`src/rtl/irq_entry_pkg.sv`:
```
package irq_entry_pkg;

    localparam int XLEN         = 32;
    localparam int HALF         = XLEN / 2;
    localparam int NUM_MASKABLE = 6;
    localparam int CODE_W       = 3;
    localparam int FIRST_MASK_CODE = 2;

    localparam int PSW_ID_BIT = 5;
    localparam int PSW_EP_BIT = 6;
    localparam int PSW_NP_BIT = 7;

    localparam logic [XLEN-1:0] PSW_AFTER_RESET = 32'h0000_0020;
    localparam logic [XLEN-1:0] NMI_VECTOR      = 32'h0000_0010;
    localparam logic [HALF-1:0] NMI_CAUSE       = 16'h0010;
    localparam logic [HALF-1:0] MASK_CAUSE_BASE = 16'h0080;
    localparam logic [HALF-1:0] MASK_CAUSE_STEP = 16'h0010;

    typedef enum logic [1:0] {
        SRC_NONE  = 2'd0,
        SRC_RESET = 2'd1,
        SRC_NMI   = 2'd2,
        SRC_MASK  = 2'd3
    } src_kind_e;

    typedef struct packed {
        src_kind_e         kind;
        logic [CODE_W-1:0] idx;
        logic              nmi_held;
    } arb_result_t;

    typedef struct packed {
        logic [XLEN-1:0] pc;
        logic [XLEN-1:0] psw;
        logic [XLEN-1:0] ecr;
        logic [XLEN-1:0] fepc;
        logic [XLEN-1:0] fepsw;
        logic [XLEN-1:0] eipc;
        logic [XLEN-1:0] eipsw;
    } ctrl_regs_t;

    function automatic logic [HALF-1:0] mask_cause(input logic [CODE_W-1:0] idx);
        return MASK_CAUSE_BASE + MASK_CAUSE_STEP * HALF'(idx);
    endfunction

    function automatic logic [XLEN-1:0] mask_vector(input logic [CODE_W-1:0] idx);
        return {{(XLEN-HALF){1'b0}}, mask_cause(idx)};
    endfunction

    function automatic logic [CODE_W-1:0] source_code(input src_kind_e kind,
                                                      input logic [CODE_W-1:0] idx);
        case (kind)
            SRC_NMI:  return CODE_W'(1);
            SRC_MASK: return CODE_W'(FIRST_MASK_CODE) + idx;
            default:  return '0;
        endcase
    endfunction

endpackage

```
`src/rtl/irq_arbiter.sv`:
```
module irq_arbiter
    import irq_entry_pkg::*;
#(
    parameter int N_MASK = NUM_MASKABLE
) (
    input  logic              reset_req,
    input  logic              nmi_eff,
    input  logic              np_set,
    input  logic              id_set,
    input  logic [N_MASK-1:0] mask_req,
    output arb_result_t       res
);

    logic [N_MASK-1:0] first_hot;
    logic [CODE_W-1:0] hot_idx;

    generate
        for (genvar g = 0; g < N_MASK; g++) begin : g_first
            if (g == 0) begin : g_top
                assign first_hot[g] = mask_req[g];
            end else begin : g_rest
                assign first_hot[g] = mask_req[g] & ~(|mask_req[g-1:0]);
            end
        end
    endgenerate

    always_comb begin
        hot_idx = '0;
        for (int k = 0; k < N_MASK; k++) begin
            if (first_hot[k]) begin
                hot_idx = hot_idx | CODE_W'(k);
            end
        end
    end

    always_comb begin
        res.kind     = SRC_NONE;
        res.idx      = '0;
        res.nmi_held = 1'b0;
        if (reset_req) begin
            res.kind = SRC_RESET;
        end else begin
            res.nmi_held = nmi_eff & np_set;
            if (nmi_eff && !np_set) begin
                res.kind = SRC_NMI;
            end else if (!id_set && (|mask_req)) begin
                res.kind = SRC_MASK;
                res.idx  = hot_idx;
            end
        end
    end

endmodule

```
`src/rtl/irq_nmi_tracker.sv`:
```
module irq_nmi_tracker
    import irq_entry_pkg::*;
(
    input  logic clk,
    input  logic rst,
    input  logic reset_req,
    input  logic nmi_req,
    input  logic nmi_ret,
    input  logic nmi_held,
    output logic nmi_eff,
    output logic pending
);

    logic pending_q;
    logic replay_q;
    logic pending_d;
    logic replay_d;

    always_comb begin
        pending_d = pending_q;
        replay_d  = 1'b0;
        if (reset_req) begin
            pending_d = 1'b0;
        end else if (nmi_ret) begin
            replay_d  = pending_q | nmi_held;
            pending_d = 1'b0;
        end else if (nmi_held) begin
            pending_d = 1'b1;
        end
    end

    always_ff @(posedge clk) begin
        if (rst) begin
            pending_q <= 1'b0;
            replay_q  <= 1'b0;
        end else begin
            pending_q <= pending_d;
            replay_q  <= replay_d;
        end
    end

    assign nmi_eff = nmi_req | replay_q;
    assign pending = pending_q;

endmodule

```
`src/rtl/irq_ctrl_regs.sv`:
```
module irq_ctrl_regs
    import irq_entry_pkg::*;
(
    input  logic            clk,
    input  logic            rst,
    input  arb_result_t     sel,
    input  logic            cpu_wr,
    input  logic [XLEN-1:0] cpu_pc,
    input  logic [XLEN-1:0] cpu_psw,
    input  logic            nmi_ret,
    output ctrl_regs_t      q
);

    ctrl_regs_t cur;
    ctrl_regs_t nxt;
    logic [XLEN-1:0] entry_psw;

    always_comb begin
        entry_psw             = cur.psw;
        entry_psw[PSW_ID_BIT] = 1'b1;
        entry_psw[PSW_EP_BIT] = 1'b0;
    end

    always_comb begin
        nxt = cur;
        if (cpu_wr && sel.kind == SRC_NONE) begin
            nxt.pc  = cpu_pc;
            nxt.psw = cpu_psw;
        end
        case (sel.kind)
            SRC_RESET: begin
                nxt.pc  = '0;
                nxt.psw = PSW_AFTER_RESET;
                nxt.ecr = '0;
            end
            SRC_NMI: begin
                nxt.fepc              = cur.pc;
                nxt.fepsw             = cur.psw;
                nxt.pc                = NMI_VECTOR;
                nxt.psw               = entry_psw;
                nxt.psw[PSW_NP_BIT]   = 1'b1;
                nxt.ecr               = {NMI_CAUSE, cur.ecr[HALF-1:0]};
            end
            SRC_MASK: begin
                nxt.eipc  = cur.pc;
                nxt.eipsw = cur.psw;
                nxt.pc    = mask_vector(sel.idx);
                nxt.psw   = entry_psw;
                nxt.ecr   = {cur.ecr[XLEN-1:HALF], mask_cause(sel.idx)};
            end
            default: ;
        endcase
        if (nmi_ret && sel.kind != SRC_NMI) begin
            nxt.psw[PSW_NP_BIT] = 1'b0;
        end
    end

    always_ff @(posedge clk) begin
        if (rst) begin
            cur     <= '0;
            cur.psw <= PSW_AFTER_RESET;
        end else begin
            cur <= nxt;
        end
    end

    assign q = cur;

endmodule

```
`src/rtl/irq_entry_seq.sv`:
```
module irq_entry_seq
    import irq_entry_pkg::*;
#(
    parameter int N_MASK = NUM_MASKABLE
) (
    input  logic              clk,
    input  logic              rst,
    input  logic              reset_req,
    input  logic              nmi_req,
    input  logic [N_MASK-1:0] mask_req,
    input  logic              nmi_ret,
    input  logic              cpu_wr,
    input  logic [XLEN-1:0]   cpu_pc,
    input  logic [XLEN-1:0]   cpu_psw,
    output logic [XLEN-1:0]   pc,
    output logic [XLEN-1:0]   psw,
    output logic [XLEN-1:0]   ecr,
    output logic [XLEN-1:0]   fepc,
    output logic [XLEN-1:0]   fepsw,
    output logic [XLEN-1:0]   eipc,
    output logic [XLEN-1:0]   eipsw,
    output logic              nmi_pending,
    output logic              take_stb,
    output logic [CODE_W-1:0] take_code
);

    arb_result_t sel;
    ctrl_regs_t  regs;
    logic        nmi_eff;
    logic        stb_q;
    logic [CODE_W-1:0] code_q;

    irq_nmi_tracker u_tracker (
        .clk       (clk),
        .rst       (rst),
        .reset_req (reset_req),
        .nmi_req   (nmi_req),
        .nmi_ret   (nmi_ret),
        .nmi_held  (sel.nmi_held),
        .nmi_eff   (nmi_eff),
        .pending   (nmi_pending)
    );

    irq_arbiter #(.N_MASK(N_MASK)) u_arb (
        .reset_req (reset_req),
        .nmi_eff   (nmi_eff),
        .np_set    (regs.psw[PSW_NP_BIT]),
        .id_set    (regs.psw[PSW_ID_BIT]),
        .mask_req  (mask_req),
        .res       (sel)
    );

    irq_ctrl_regs u_regs (
        .clk     (clk),
        .rst     (rst),
        .sel     (sel),
        .cpu_wr  (cpu_wr),
        .cpu_pc  (cpu_pc),
        .cpu_psw (cpu_psw),
        .nmi_ret (nmi_ret),
        .q       (regs)
    );

    always_ff @(posedge clk) begin
        if (rst) begin
            stb_q  <= 1'b0;
            code_q <= '0;
        end else begin
            stb_q  <= (sel.kind != SRC_NONE);
            code_q <= source_code(sel.kind, sel.idx);
        end
    end

    assign pc        = regs.pc;
    assign psw       = regs.psw;
    assign ecr       = regs.ecr;
    assign fepc      = regs.fepc;
    assign fepsw     = regs.fepsw;
    assign eipc      = regs.eipc;
    assign eipsw     = regs.eipsw;
    assign take_stb  = stb_q;
    assign take_code = code_q;

endmodule

```
`config.mk`:
```
export PLATFORM = sky130hd
export DESIGN_NAME = irq_entry_seq
export DESIGN_NICKNAME = d
export VERILOG_FILES = /design/src/rtl/irq_entry_pkg.sv /design/src/rtl/irq_arbiter.sv /design/src/rtl/irq_nmi_tracker.sv /design/src/rtl/irq_ctrl_regs.sv /design/src/rtl/irq_entry_seq.sv
export SDC_FILE = /design/constraint.sdc
export NUM_CORES = 1
export LEC_CHECK = 0
export CAP_MARGIN = 0
export CORE_MARGIN = 8
export CORE_UTILIZATION = 25
export DETAILED_ROUTE_END_ITERATION = 12
export GPL_ROUTABILITY_DRIVEN = 0
export PLACE_DENSITY = 0.57
export SYNTH_ARGS = -nofsm -noshare
export SYNTH_HDL_FRONTEND = slang
export SYNTH_HIERARCHICAL = 1
export SYNTH_SLANG_ARGS = --single-unit
```
`constraint.sdc`:
```
create_clock -name clk -period 5.4 [get_ports clk]
set_clock_uncertainty 0.05 [all_clocks]
set_input_delay 0.54 -clock clk [delete_from_list [all_inputs] [get_ports clk]]
set_output_delay 0.54 -clock clk [all_outputs]
set_load 0.01 [all_outputs]
```
==> summary.txt <==
Layout
  – Layout area overhead: 47.28%
  – Filler instances: about 3,100
  – Final Util: 37.52%
  – Share of post-route cells with drive strength above 1: 5.998%
  – Layout Nets: 1,133

GRT
  – Antenna violations before repair: 0
  – Number of global-route vias before repair: roughly 6,500
  – Pin count of the biggest net entering global routing: 130
  – First-pass GRT wire length: approximately 40,000 um
  – Total grt overflow: 0
  – GR Util All Layers: 13.25%

Synth
  – Yosys top cell area share: roughly 52%
  – Synth area leader: dfxtp_1
  – Mean Syn Cell Area: 9.717 um^2
  – Yosys warns: 6
  – Synth unique cells: 42
  – Dominant cells by area after synthesis: dfxtp_1 52%, mux2i_1 17%, nor2_1 7.0%
  – Cells after synthesis: 804
  – Async SR Flop Fraction: 0%
  – Commonest cells post-synth: 203 x dfxtp_1, 146 x nor2_1, 132 x mux2i_1
  – Most numerous cell in the Yosys netlist: dfxtp_1
  – Main synth FF type: dfxtp_1
  – Synth Register Bits: 203
  – Post-synth EDFFs: 0
  – Register area share after synthesis: 52.02%
  – Syn Std Cell Area: 7812 um^2

Setup path
  – Worst setup SP type: input pin
  – Setup crit end kind: flop
  – CP Max Fanout: 34
  – Worst Path Required: ~5.7 ns
  – Critical setup path kind: input pin to flop
  – Worst Path Arrival: 3.77 ns
  – FF-to-FF path depth: 9

Timing
  – FMAX: 0.2893 GHz
  – Slew headroom: between 10 and 15%
  – Min cycle time layout: roughly 3.5 ns
  – Period utilization: 64.02%
  – Final Max Tran Viols: 0
  – Final worst setup slack: 1.943 ns
  – Setup TNS Final: 0 ns
  – Final Hold Slack: 0.4366 ns
  – Final Setup Violations: 0
  – RSZ-0062 raised after global routing: false
  – Final hold viol count: 0
  – Slew @ Worst Pin: about 1.3 ns

Die
  – Core area: between 30,000 and 40,000 um^2
  – Initial Utilization: 25.47%
  – I/O Pins: 305
  – Die Wd: 192.8 um
  – Die area: roughly 37,000 um^2
  – Die height: 192.8 um
  – Std-Cell Rows: 64

CTS
  – Clock Tree Buf Depth: 3
  – Post_cts resized: 0
  – Clock root buffer master: clkbuf_16
  – CTS H-tree depth: 1
  – Clock slew at reported path FFs: 0.06 ns
  – Post-CTS setup buffers: 0
  – CTS buffer count: 25
  – CTS tree: yes
  – Hold_buf cts: 0
  – Worst skew pair latency: 0.52 ns
  – Clock Sinks: 203

Place
  – IO Port Bufs: roughly 280
  – Placement Setup Slack: 1.391 ns
  – Hpwl dp: around 18,000 um

Run status
  – Run status: finished, final reports clean

Run
  – Max_cap viols: 0

Route
  – Pre-Repair DR Iteration Count: 5
  – Routed Antenna Nets: 0
  – First DRT Iteration DRCs: 271
  – Vias per Instance: 4.433
  – DR WL/cell: 18.06 um
  – Drt drc: 0
  – Via count: 6,495
  – Total Wirelength: about 26,000 um

Pwr
  – LEAKAGE: 4.017 nW
  – Worst VDD drop: 0.0001918 V
  – PwrDens: between 300 and 400 nW/um^2

Worst hold path
  – Worst hold path cell count: 2
  – Worst hold path class: flop to flop
[cells by family after synthesis]
logic type	count (synthesis)	synth area share [%]
mux	132	16.91
compound gates	109	8.056
fa+ha+maj	6	0.9609
xor+xnor	1	0.1121
other cells	1	0.04800
flops	203	52.02
buf+inv	95	6.887
simple gates	257	15.01
[where the power goes]
part | total, mW | internal [mW] | switching, mW
Clock | 1.54 | 0.903 | 0.633
Sequential | 1.58 | 1.54 | 0.0390
Combinational | 0.415 | 0.188 | 0.227
[metal layers]
| metal | global-route usage (%) | share of wire, % | vias up |
|---|---|---|---|
| met5 | 0 | 0 | - |
| met4 | 4.583 | 2.6 | 0 |
| met3 | 3.939 | 8.5 | 37 |
| met2 | 21.96 | 48 | 194 |
| met1 | 16.12 | 41 | 3063 |
| li1 | - | - | 3201 |
[flip-flops by register name, indices dropped and copies added, names as in the netlist]
register            cells
take_stb                1
u_regs/q              197
u_tracker/pending       1
u_tracker/replay_q      1
take_code               3
[worst max-delay path, stage by stage]
cell             delay [ns]
clkdlybuf4s50_1        0.48
nor4_2                 0.39
a211oi_1               0.11
or2_2                  0.38
inv_1                  0.17
ha_4                   0.57
buf_4                  0.52
o21bai_1               0.27
mux2i_1                0.26
nor2_1                 0.06
[layout make-up]
cell class | instances | area (um^2) | share of cell area, %
well taps | 396 | 495.5 | 4.306
inverters | 4 | 15.01 | 0.1305
flip-flops and latches | 203 | 4064 | 35.32
clock buffers | 35 | 703.2 | 6.111
multi-input cells | 532 | 3342 | 29.05
repair buffers | 285 | 2834 | 24.63
diodes | 2 | 5.005 | 0.04350
clock inverters | 8 | 47.55 | 0.4132
[placed cells by master, fill, tap and decap left out, drive strengths merged, types with 2 or more instances in the layout]
cell type and count:
nor4b 3, inv 6, mux2i 132, a221oi 3, clkdlybuf4s50 276, buf 9
nand3 30, nor2b 4, nor3 4, nand4 29, ha 6, nor4 2
nand2 32, or2 3, o21ai 29, diode 2, dfxtp 203, clkinv 6
a22oi 3, a21oi 62, clkbuf 35, a211oi 2, nor2 146, o21bai 2
conb 27
[final timing paths]
check	start	to	slack [ns]
max	mask_req[1]	u_regs/q[135]	1.94
min	u_regs/q[89]	u_regs/q[89]	0.44
max reg2reg	u_tracker/replay_q	u_regs/q[132]	2.12
min reg2reg	u_regs/q[89]	u_regs/q[89]	0.44
[through the flow]
step / cells / cell area [um^2] / power, mW
2_1_floorplan: 830 / 7910 / 1.843
3_3_place_gp: 1420 / 10750 / 2.024
3_5_place_dp: 1420 / 10750 / 2.029
4_1_cts: 1463 / 11500 / 3.597
5_1_grt: 1463 / 11500 / 3.691
6_report: 1465 / 11510 / 3.528
(Power assumes the default switching activity.)
